--- config.mk ---
export PLATFORM = sky130hd
export DESIGN_NAME = gate_fault_ctrl
export DESIGN_NICKNAME = d
export VERILOG_FILES = /design/src/rtl/gfc_pkg.sv /design/src/rtl/gfc_sync.sv /design/src/rtl/gfc_edge_watch.sv /design/src/rtl/gfc_ext_qual.sv /design/src/rtl/gate_fault_ctrl.sv
export SDC_FILE = /design/constraint.sdc
export NUM_CORES = 1
export LEC_CHECK = 0
export CAP_MARGIN = 10
export CORE_MARGIN = 4
export CORE_UTILIZATION = 55
export DETAILED_ROUTE_END_ITERATION = 8
export DONT_BUFFER_PORTS = 1
export GPL_ROUTABILITY_DRIVEN = 0
export PLACE_DENSITY = 0.7
export SYNTH_ARGS = -nofsm -noshare
export SYNTH_HDL_FRONTEND = slang
export SYNTH_HIERARCHICAL = 1
export SYNTH_SLANG_ARGS = --single-unit
export TNS_END_PERCENT = 100
--- constraint.sdc ---
create_clock -name clk -period 1.9 [get_ports clk]
set_clock_uncertainty 0.05 [all_clocks]
set_input_delay 0.19 -clock clk [delete_from_list [all_inputs] [get_ports clk]]
set_output_delay 0.19 -clock clk [all_outputs]
set_load 0.01 [all_outputs]
--- src/rtl/gfc_pkg.sv ---
package gfc_pkg;

    typedef enum logic [1:0] {
        ST_CHARGE = 2'd0,
        ST_OFF    = 2'd1,
        ST_RUN    = 2'd2
    } gfc_state_e;

    typedef struct packed {
        logic uv;
        logic ot;
        logic clk_lost;
        logic ext;
    } gfc_fault_t;

endpackage

--- src/rtl/gfc_sync.sv ---
module gfc_sync #(
    parameter int             W       = 1,
    parameter int             STAGES  = 2,
    parameter logic [W-1:0]   RST_VAL = '0
) (
    input  logic         clk,
    input  logic         rst_n,
    input  logic [W-1:0] d,
    output logic [W-1:0] q
);

    logic [STAGES-1:0][W-1:0] stg;

    always_ff @(posedge clk or negedge rst_n) begin
        if (!rst_n) begin
            stg <= {STAGES{RST_VAL}};
        end else begin
            stg[0] <= d;
            for (int i = 1; i < STAGES; i++) begin
                stg[i] <= stg[i-1];
            end
        end
    end

    assign q = stg[STAGES-1];

endmodule

--- src/rtl/gfc_edge_watch.sv ---
module gfc_edge_watch #(
    parameter int NPWM     = 2,
    parameter int LOSS_CYC = 1024
) (
    input  logic            clk,
    input  logic            rst_n,
    input  logic [NPWM-1:0] pwm_s,
    output logic            rise_any,
    output logic            lost_o
);

    localparam int CW = $clog2(LOSS_CYC + 1);

    logic [NPWM-1:0] prev_q;
    logic [CW-1:0]   idle_q;
    logic            toggle;

    assign toggle   = |(pwm_s ^ prev_q);
    assign rise_any = |(pwm_s & ~prev_q);

    always_ff @(posedge clk or negedge rst_n) begin
        if (!rst_n) begin
            prev_q <= '0;
            idle_q <= '0;
            lost_o <= 1'b0;
        end else begin
            prev_q <= pwm_s;
            if (toggle) begin
                idle_q <= '0;
                lost_o <= 1'b0;
            end else if (!lost_o) begin
                if (idle_q == CW'(LOSS_CYC - 1)) begin
                    lost_o <= 1'b1;
                end else begin
                    idle_q <= idle_q + 1'b1;
                end
            end
        end
    end

    // any PWM transition removes the clock-loss fault on the next cycle
    a_r10_toggle_clears_loss: assert property (@(posedge clk) disable iff (!rst_n)
        toggle |=> !lost_o);

    // clock loss can only appear after a cycle without transitions
    a_r7_loss_needs_idle: assert property (@(posedge clk) disable iff (!rst_n)
        $rose(lost_o) |-> !$past(toggle));

endmodule

--- src/rtl/gfc_ext_qual.sv ---
module gfc_ext_qual #(
    parameter int MIN_CYC = 100
) (
    input  logic clk,
    input  logic rst_n,
    input  logic prot_s,
    output logic ext_fault
);

    localparam int CW = $clog2(MIN_CYC + 1);

    logic [CW-1:0] low_q;

    always_ff @(posedge clk or negedge rst_n) begin
        if (!rst_n) begin
            low_q     <= '0;
            ext_fault <= 1'b0;
        end else if (prot_s) begin
            low_q     <= '0;
            ext_fault <= 1'b0;
        end else if (!ext_fault) begin
            if (low_q == CW'(MIN_CYC - 1)) begin
                ext_fault <= 1'b1;
            end else begin
                low_q <= low_q + 1'b1;
            end
        end
    end

    // a released request drops the latched shutdown on the next cycle
    a_r6_release_clears: assert property (@(posedge clk) disable iff (!rst_n)
        prot_s |=> !ext_fault);

    // the shutdown is only accepted while the request is held low
    a_r5_accept_while_low: assert property (@(posedge clk) disable iff (!rst_n)
        $rose(ext_fault) |-> !$past(prot_s));

endmodule

--- src/rtl/gate_fault_ctrl.sv ---
module gate_fault_ctrl
    import gfc_pkg::*;
#(
    parameter int NCH          = 2,
    parameter int SYNC_STAGES  = 2,
    parameter int PROT_MIN_CYC = 100,
    parameter int CLK_LOSS_CYC = 1024
) (
    input  logic           clk,
    input  logic           rst_n,
    input  logic [NCH-1:0] pwm_i,
    input  logic           uv_i,
    input  logic           ot_i,
    input  logic           prot_n_i,
    input  logic [NCH-1:0] dt_hs_i,
    input  logic [NCH-1:0] dt_ls_i,
    output logic [NCH-1:0] gate_hs_o,
    output logic [NCH-1:0] gate_ls_o,
    output logic           fault_n_o
);

    localparam int             SW       = NCH + 3;
    localparam logic [SW-1:0]  SYNC_RST = {1'b1, {(NCH + 2){1'b0}}};

    logic [SW-1:0]  sync_q;
    logic [NCH-1:0] pwm_s;
    logic           uv_s;
    logic           ot_s;
    logic           prot_s;
    logic           pwm_rise;
    logic           clk_lost;
    logic           ext_fault;
    gfc_fault_t     flt;
    gfc_state_e     state_q;
    gfc_state_e     state_d;

    // all pin-level inputs share one synchronizer bank
    gfc_sync #(
        .W       (SW),
        .STAGES  (SYNC_STAGES),
        .RST_VAL (SYNC_RST)
    ) u_sync (
        .clk   (clk),
        .rst_n (rst_n),
        .d     ({prot_n_i, ot_i, uv_i, pwm_i}),
        .q     (sync_q)
    );

    assign {prot_s, ot_s, uv_s, pwm_s} = sync_q;

    gfc_edge_watch #(
        .NPWM     (NCH),
        .LOSS_CYC (CLK_LOSS_CYC)
    ) u_edge (
        .clk      (clk),
        .rst_n    (rst_n),
        .pwm_s    (pwm_s),
        .rise_any (pwm_rise),
        .lost_o   (clk_lost)
    );

    gfc_ext_qual #(
        .MIN_CYC (PROT_MIN_CYC)
    ) u_ext (
        .clk       (clk),
        .rst_n     (rst_n),
        .prot_s    (prot_s),
        .ext_fault (ext_fault)
    );

    always_comb begin
        flt.uv       = uv_s;
        flt.ot       = ot_s;
        flt.clk_lost = clk_lost;
        flt.ext      = ext_fault;
    end

    // next-state: uv_trip, fault_trip, resume, hold
    always_comb begin
        state_d = state_q;
        if (flt.uv) begin
            state_d = ST_CHARGE;
        end else if (flt.ot || flt.clk_lost || flt.ext) begin
            state_d = ST_OFF;
        end else begin
            unique case (state_q)
                ST_CHARGE, ST_OFF: if (pwm_rise) state_d = ST_RUN;
                ST_RUN:            state_d = ST_RUN;
                default:           state_d = ST_OFF;
            endcase
        end
    end

    always_ff @(posedge clk or negedge rst_n) begin
        if (!rst_n) begin
            state_q <= ST_CHARGE;
        end else begin
            state_q <= state_d;
        end
    end

    // output decode
    always_comb begin
        unique case (state_q)
            ST_RUN: begin
                gate_hs_o = dt_hs_i;
                gate_ls_o = dt_ls_i;
                fault_n_o = 1'b1;
            end
            ST_CHARGE: begin
                gate_hs_o = '0;
                gate_ls_o = '1;
                fault_n_o = 1'b0;
            end
            default: begin
                gate_hs_o = '0;
                gate_ls_o = '0;
                fault_n_o = 1'b0;
            end
        endcase
    end

    // synchronized undervoltage gives the bootstrap-charge pattern next cycle
    a_r3_uv_forces_charge: assert property (@(posedge clk) disable iff (!rst_n)
        flt.uv |=> (gate_hs_o == '0 && gate_ls_o == '1 && !fault_n_o));

    // any other fault without undervoltage turns every gate off
    a_r4_fault_forces_off: assert property (@(posedge clk) disable iff (!rst_n)
        (!flt.uv && (flt.ot || flt.clk_lost || flt.ext))
        |=> (gate_hs_o == '0 && gate_ls_o == '0 && !fault_n_o));

    // the flag is released only after a PWM rising edge was seen
    a_r8_resume_on_rise: assert property (@(posedge clk) disable iff (!rst_n)
        $rose(fault_n_o) |-> $past(pwm_rise));

    // while any fault remains the flag stays asserted
    a_r9_flag_held: assert property (@(posedge clk) disable iff (!rst_n)
        (!fault_n_o && (|flt)) |=> !fault_n_o);

endmodule

==> summary.md, run 1 <==
| Metric | Value |
|---|---|
| Result of the run | `complete, no violations` |
| Post-synthesis cell type count | `41` |
| HPWL after DPL | `1.929 mm` |
| Compound-Gate Fraction of Synth Area | `12.63%` |
| Total die area | `3826 sq um` |
| Fraction of power consumed by the clock network | `38.0%` |
| Slew at the pin closest to its max-slew limit | `0.2903 ns` |
| Number of setup violations in the final report | `0` |
| Signed area change from the synthesized netlist to the final layout | `9.804%` |
| Portion of total power attributed to combinational logic | `6.6%` |
| Post-Synthesis Cell Area | `1595 sq um` |
| Cell internal power dissipation | `0.001067 W` |
| Minimum hold slack | `0.2352 ns` |
| Number of sinks handled by clock tree synthesis | `34` |
| Aggregate routed wire length | `2.728 mm` |
| Post-route clock period utilization | `81.02%` |
| Wire length of the first global-routing pass | `4.781 mm` |
| Maximum clock frequency | `649.6 MHz` |
| Worst Path Arrival | `1.72 ns` |
| Synth warnings | `6` |
| Mux cell area share after synthesis | `2.196%` |
| Most common cell after layout, fill and taps aside | `sky130_fd_sc_hd__dfrtp_1` |
| # Post-CTS Setup Buffers | `0` |
| Parity-gate share of the synthesized area counting xor and xnor cells | `1.098%` |
| Combinational family with the most area after synthesis | `simple AND/OR/NAND/NOR gates` |
| Floorplan die height | `61.86 um` |
| Via count of the first global-routing pass | `1106` |
| Required time of the critical path | `2.09 ns` |
| Post-Synthesis Net Count | `160` |
| Most used cells in the layout excluding fill and tap cells | `32 x sky130_fd_sc_hd__dfrtp_1, 10 x sky130_fd_sc_hd__nand2_1, 10 x sky130_fd_sc_hd__nor2_1, 9 x sky130_fd_sc_hd__a21oi_1` |
| Number of primary I/O pins | `16` |
| Largest voltage drop on the vdd net | `0.0006262 V` |
| Max Transition Viols Final | `0` |
| Unrepaired setup endpoints after global routing | `no` |
| Via density per instance | `5.761` |
| Fraction of layout cells with a size suffix above 1 | `18.95%` |
| 1st-iter DRT viols | `41` |
| FF+latch count, synth | `34` |
| FP Rows | `19` |
| Top cells by area in the synthesized netlist | `sky130_fd_sc_hd__dfrtp_1 50%, sky130_fd_sc_hd__dfstp_2 3.3%, sky130_fd_sc_hd__ha_1 3.1%` |
| Post-placement cell count | `169` |
| Number of nets in the layout | `167` |
| Setup TNS after final layout | `0 ns` |
| Crit path launch type | `flip-flop` |
| Relative contribution of sequential cells to total power | `55.4%` |
| Power per standard cell area | `793.8 nW/um^2` |
| Reported net switching power | `0.0003239 W` |
| Final hold violation count | `0` |
| Cell type with the highest aggregate area in the netlist | `sky130_fd_sc_hd__dfrtp_1` |
| DRC violations left | `0` |
| Buffers from clock root to sink, at most | `2` |
| Headroom to the max-slew limit | `80.64%` |
| Gate count after technology mapping | `145` |
| Post-DR wirelength/cell | `14.83 um` |
| Total of fill cells in the finished design | `221` |
| Post-synthesis area per instance | `11.00 sq um` |
| Number of cells on the worst reg-to-reg path | `5` |
| Max-cap violation count | `0` |
| Global route overflow | `0` |
| Total via count in the routed design | `1060` |
| Sequential cell area | `853.3 sq um` |
| Number of antenna cells inserted | `0` |
| Minimum period implied by the final worst setup slack | `1.539 ns` |
| Util after Layout | `63.52%` |
| Clock transition time at the flip-flop clock pins of the worst setup and hold paths | `0.11 ns` |
| Pin count of the biggest net entering global routing | `35` |
| Fraction of power spent switching nets | `23.29%` |
| Simple-gate portion of the synthesized area | `22.27%` |
| Antenna violations before repair | `0` |
| Async SR Flop Fraction | `100.0%` |
| CP endpoint kind | `flip-flop` |
| Type of the setup path with the least slack | `reg2reg` |
| Tot GR Track Use | `17.68%` |
| Placeable Area | `2758 sq um` |
| Number of cells in the finished layout apart from fillers | `184` |
| Highest fanout seen on the critical path | `5` |
| CTS Buf Count | `5` |
| TritonCTS clock tree | `yes` |
| Buffer cell driving the clock tree root | `sky130_fd_sc_hd__clkbuf_4` |
| Post-synthesis share of cell area spent on full adders, half adders and majority gates | `3.137%` |
| Count of flip-flops with a built-in enable after synthesis | `0` |
| Initial Util | `57.85%` |
| IO buf count | `0` |
| HP Class | `in2async` |
| Total power consumption of the routed design | `0.001390 W` |
| Insertion delay to the later sink of the worst-skew pair | `0.34 ns` |
| Share of synthesized area occupied by flip-flops and latches | `53.49%` |
| Maximum level of the CTS H-tree | `2` |
| Top-area cell type share of the netlist area | `50.20%` |
| Multi-input gate area | `659.4 sq um` |
| Detailed-router iteration count before antenna repair | `4` |
| Leading register cell type out of synthesis | `sky130_fd_sc_hd__dfrtp_1` |
| Residual antenna-violating net count after detailed routing | `0` |
| Overall die width | `61.86 um` |
| P_leak | `0.7455 nW` |
## registers in the layout, indices dropped and copies added (netlist names)
signal,cells
u_ext/low_q,7
u_edge/prev_q,2
u_sync/q,5
u_ext/ext_fault,1
state_q,2
u_edge/lost_o,1
u_edge/idle_q,11
u_sync/stg,5
## path summary, 6_finish.rpt
check / from / end / slack, ns
hold / removal: rst_n / state_q[0]$_DFFE_PN0P_ / 0.24
setup / recovery: u_edge/idle_q[0]$_DFFE_PN0P_ / u_edge/idle_q[7]$_DFFE_PN0P_ / 0.36
hold reg to reg: u_sync/stg[4]$_DFF_PN1_ / u_sync/q[4]$_DFF_PN1_ / 0.31
max in group asynchronous: rst_n / u_sync/q[4]$_DFF_PN1_ / 1.30
min in group clk: u_sync/stg[4]$_DFF_PN1_ / u_sync/q[4]$_DFF_PN1_ / 0.31
setup reg to reg: u_edge/idle_q[0]$_DFFE_PN0P_ / u_edge/idle_q[7]$_DFFE_PN0P_ / 0.36
## power by group through the flow
stage	Sequential (W)	Clock, W	Combinational [W]
after floorplan	0.000775	0	0.0000628
after global placement	0.000783	0	0.0000620
after detailed placement	0.000785	0	0.0000640
after CTS	0.000771	0.000546	0.0000936
after global routing	0.000775	0.000580	0.000105
final	0.000770	0.000529	0.0000914
## metal layers
layer	part of all wire, %	vias up	wire [um]	track usage [%]
met4	1.8	0	48	8.182
met5	0	-	0	0
met2	48	28	1311	29.75
li1	-	511	-	-
met1	44	515	1191	20.30
met3	6.5	6	176	5.992
## layout make-up
| cell class | instances | area share [%] |
|---|---|---|
| sequential | 34 | 48.71 |
| multi-input combinational | 95 | 37.64 |
| timing repair buffer | 8 | 5.000 |
| clock inverter | 3 | 2.571 |
| tap | 31 | 2.214 |
| clock buffer | 5 | 2.143 |
| inverter | 8 | 1.714 |
## critical path, stage by stage, from the launching register on
cell,delay (ns)
sky130_fd_sc_hd__dfrtp_1,0.42
sky130_fd_sc_hd__ha_1,0.24
sky130_fd_sc_hd__and4b_2,0.27
sky130_fd_sc_hd__a21boi_0,0.20
sky130_fd_sc_hd__and4_1,0.21
sky130_fd_sc_hd__nor3_1,0.05
## synthesized netlist by cell type (all sizes together), types with 2 or more instances
library cell and number:
and4 2, nor2b 4, ha 4, a21oi 11, nand3b 2, inv 8, nor2 11, dfstp 2
dfrtp 32, and2 4, xnor2 2, mux2i 2, buf 7, nor3 3, or3 6, nand3 5
a31oi 6, nand2b 4, o21ai 9, nand2 10
## per-stage QoR
stage               area, sq um  setup WS [ns]
floorplan                  1595         0.3674
global placement           1589         0.4130
detailed placement         1589         0.3684
CTS                        1752         0.3656
global route               1752         0.2088
finish                     1752         0.3606
## repair_timing
| action | in CTS | in global routing |
|---|---|---|
| hold buffers | 7 | 0 |
| resized for setup | 0 | 0 |
| hold endpoints to repair | 39 | 0 |
## cell families after synthesis
logic type,after synthesis
flip-flops,34
AO/OA/AOI/OAI,29
adder cells (fa/ha/maj),4
AND/OR/NAND/NOR,57
multiplexers,3
buffers and inverters,16
XOR/XNOR,2
No activity file was read; power rests on OpenSTA's default activity.
==> run 2: changes to the inputs <==
Settings changed: PLACE_DENSITY 0.7 to 0.73.
Clock period 1.9 ns to 1.3 ns, I/O delays scaled along.
==> summary.md, run 2 (same netlist as run 1, synthesis figures left out) <==
| Metric | Value |
|---|---|
| CTS Buf Count | `5 (unchanged)` |
| Global route overflow | `0 (unchanged)` |
| Fraction of power consumed by the clock network | `31.3% (-6.7 points)` |
| Largest voltage drop on the vdd net | `0.0009728 V (+55%)` |
| Most common cell after layout, fill and taps aside | `sky130_fd_sc_hd__dfrtp_1` |
| Max-cap violation count | `0 (unchanged)` |
| Post-DR wirelength/cell | `15.09 um (+1.8%)` |
| Floorplan die height | `61.86 um (unchanged)` |
| Slew at the pin closest to its max-slew limit | `0.2445 ns (-0.04583 ns)` |
| Crit path launch type | `flip-flop` |
| Minimum period implied by the final worst setup slack | `1.445 ns (-0.09467 ns)` |
| Most used cells in the layout excluding fill and tap cells | `30 x sky130_fd_sc_hd__dfrtp_1, 28 x sky130_fd_sc_hd__buf_4, 9 x sky130_fd_sc_hd__nand2_1, 8 x sky130_fd_sc_hd__inv_1, 8 x sky130_fd_sc_hd__nor2_1` |
| Top cell family by delay on the critical path | `simple AND/OR/NAND/NOR gates` |
| Buffers from clock root to sink, at most | `2 (unchanged)` |
| Flop-to-flop setup slack | `-0.14 ns (-0.51 ns)` |
| 1st-iter DRT viols | `58 (+41%)` |
| IO buf count | `0 (unchanged)` |
| Sequence of cells on the critical path | `ha_2 -> and4b_2 -> a21boi_1 -> and4_1 -> nor3_1` |
| Reg-to-reg critical path endpoint | `u_edge/idle_q[7]$_DFFE_PN0P_` |
| End point of the critical path | `u_edge/idle_q[7]$_DFFE_PN0P_` |
| Clock transition time at the flip-flop clock pins of the worst setup and hold paths | `0.11 ns (about the same)` |
| Grt met1 use | `25.73% (+5.4 points)` |
| Maximum level of the CTS H-tree | `2 (unchanged)` |
| Overall die width | `61.86 um (unchanged)` |
| Via count of the first global-routing pass | `1175 (+6.2%)` |
| Maximum clock frequency | `692.2 MHz (+6.6%)` |
| Via density per instance | `5.537 (-3.9%)` |
| P_leak | `0.9141 nW (+23%)` |
| GRT met2 Usage | `30.49% (+0.75 points)` |
| Total of fill cells in the finished design | `172 (-22%)` |
| Final Instance Area | `2106 sq um (+20%)` |
| Largest registers | `u_edge/idle_q x11, u_ext/low_q x7` |
| DRC violations left | `0 (unchanged)` |
| Most Used Layer, Global Route | `met2` |
| Largest register by flop count | `u_edge/idle_q` |
| Wire length of the first global-routing pass | `5.299 mm (+11%)` |
| Type of the setup path with the least slack | `reg2reg` |
| Failing checks | `negative setup slack` |
| Max Transition Viols Final | `0 (unchanged)` |
| Portion of total power attributed to combinational logic | `10.8% (+4.2 points)` |
| CP endpoint kind | `flip-flop` |
| HP Class | `in2async` |
| Final hold violation count | `0 (unchanged)` |
| Crit path depth | `5 (unchanged)` |
| Pin count of the biggest net entering global routing | `35 (unchanged)` |
| Relative contribution of sequential cells to total power | `57.9% (+2.5 points)` |
| Number of antenna cells inserted | `0 (unchanged)` |
| Max reg flops | `11 (unchanged)` |
| Cell internal power dissipation | `0.001469 W (+38%)` |
| FP Rows | `19 (unchanged)` |
| Total via count in the routed design | `1185 (+12%)` |
| Detailed-router iteration count before antenna repair | `4 (unchanged)` |
| Reported net switching power | `0.0004806 W (+48%)` |
| Total die area | `3826 sq um (unchanged)` |
| Launch point of the worst path | `u_edge/idle_q[1]$_DFFE_PN0P_` |
| Aggregate routed wire length | `3.230 mm (+18%)` |
| Antenna violations before repair | `0 (unchanged)` |
| Signed area change from the synthesized netlist to the final layout | `32.00%` |
| Number of sinks handled by clock tree synthesis | `34 (unchanged)` |
| Number of nets in the layout | `197 (+18%)` |
| TritonCTS clock tree | `yes` |
| Residual antenna-violating net count after detailed routing | `0 (unchanged)` |
| Number of cells on the worst reg-to-reg path | `5 (unchanged)` |
| Worst r2r src | `u_edge/idle_q[1]$_DFFE_PN0P_` |
| Number of buffer and inverter stages on the critical path | `0 (unchanged)` |
| Result of the run | `finished, violations left` |
| Power per standard cell area | `926.0 nW/um^2 (+17%)` |
| HPWL after DPL | `2.108 mm (+9.3%)` |
| Crit path largest cell delay | `0.39 ns (-0.03 ns)` |
| Required time of the critical path | `1.51 ns (-0.58 ns)` |
| Headroom to the max-slew limit | `83.56% (+2.9 points)` |
| Worst Path Arrival | `1.66 ns (-0.06 ns)` |
| Initial Util | `57.85% (unchanged)` |
| Met3 GRT Util | `6.198% (+0.21 points)` |
| Number of setup violations in the final report | `17 (+17)` |
| Fraction of layout cells with a size suffix above 1 | `45.36% (+26 points)` |
| Placeable Area | `2758 sq um (unchanged)` |
| PnR worst setup slack | `-0.1447 ns (-0.5053 ns)` |
| Number of primary I/O pins | `16 (unchanged)` |
| Highest fanout seen on the critical path | `5 (unchanged)` |
| Unrepaired setup endpoints after global routing | `yes` |
| Buffer cell driving the clock tree root | `sky130_fd_sc_hd__clkbuf_4` |
| Post-route clock period utilization | `111.1% (+30 points)` |
| Tot GR Track Use | `19.68% (+2.0 points)` |
| Fraction of power spent switching nets | `24.65% (+1.4 points)` |
| Insertion delay to the later sink of the worst-skew pair | `0.34 ns (about the same)` |
| Critical path's slowest cell | `sky130_fd_sc_hd__dfrtp_1` |
| Total power consumption of the routed design | `0.001950 W (+40%)` |
| Post-place instance area | `1809 sq um (+14%)` |
[run 2: worst min-delay path by stage]
stage,endpoint,slack [ns],startpoint
4_1_cts,u_edge/idle_q[9]$_DFFE_PN0P_,0.17,rst_n
5_1_grt,u_ext/low_q[0]$_DFFE_PN0P_,0.18,rst_n
6_report,u_edge/idle_q[7]$_DFFE_PN0P_,0.18,rst_n
3_5_place_dp,u_sync/q[2]$_DFF_PN0_,-0.21,rst_n
2_1_floorplan,state_q[0]$_DFFE_PN0P_,-0.22,rst_n
3_3_place_gp,u_sync/q[2]$_DFF_PN0_,-0.21,rst_n
[run 2: power by group through the flow]
stage	Sequential, W	Clock, W	Combinational (W)
after floorplan	0.00114	0	0.000109
after global placement	0.00114	0	0.000133
after detailed placement	0.00115	0	0.000138
after CTS	0.00113	0.000626	0.000200
after global routing	0.00113	0.000692	0.000234
final	0.00113	0.000611	0.000210
[run 2: final cells by class]
| class | instances | area [sq um] | area share, % |
|---|---|---|---|
| Sequential cell | 34 | 855.8 | 40.64 |
| Multi-Input combinational cell | 95 | 797.0 | 37.85 |
| Timing Repair Buffer | 38 | 324.1 | 15.39 |
| Clock buffer | 7 | 55.05 | 2.614 |
| Tap cell | 31 | 38.79 | 1.842 |
| Inverter | 8 | 30.03 | 1.426 |
| Clock inverter | 1 | 5.005 | 0.2377 |
[run 2: metal layers]
| layer | vias up | part of all wire (%) |
|---|---|---|
| li1 | 572 | - |
| met4 | 0 | 1.6 |
| met2 | 31 | 48 |
| met3 | 5 | 5.0 |
| met1 | 577 | 45 |
| met5 | - | 0 |
[run 2: worst register-to-register path: stages, from the launching register on]
cell and delay, ns:
sky130_fd_sc_hd__dfrtp_1 0.39, sky130_fd_sc_hd__ha_2 0.20, sky130_fd_sc_hd__and4b_2 0.33, sky130_fd_sc_hd__a21boi_1 0.09, sky130_fd_sc_hd__and4_1 0.18, sky130_fd_sc_hd__nor3_1 0.13
[run 2: metrics by stage]
| step | hold slack [ns] | worst slack, ns | instances | utilization, % | TNS, ns |
|---|---|---|---|---|---|
| CTS | 0.1698 | -0.1266 | 211 | 74.32 | -0.9654 |
| finish | 0.1823 | -0.1447 | 214 | 76.36 | -1.163 |
| floorplan | -0.2156 | -0.1164 | 145 | - | -0.1825 |
| global route | 0.1794 | -0.2336 | 214 | 76.36 | -2.384 |
| detailed placement | -0.2143 | -0.1190 | 192 | 65.61 | -0.7680 |
| global placement | -0.2144 | -0.07063 | 192 | 65.61 | -0.3564 |
[run 2: timing repair]
item / 4_1_cts / 5_1_grt
hold endpoints to repair: 39 / 0
pin swaps: 7 / 4
endpoints found under the setup margin: 19 / 23
buffers inserted: 4 / 3
gates resized for setup: 18 / 9
hold buffers: 7 / 0
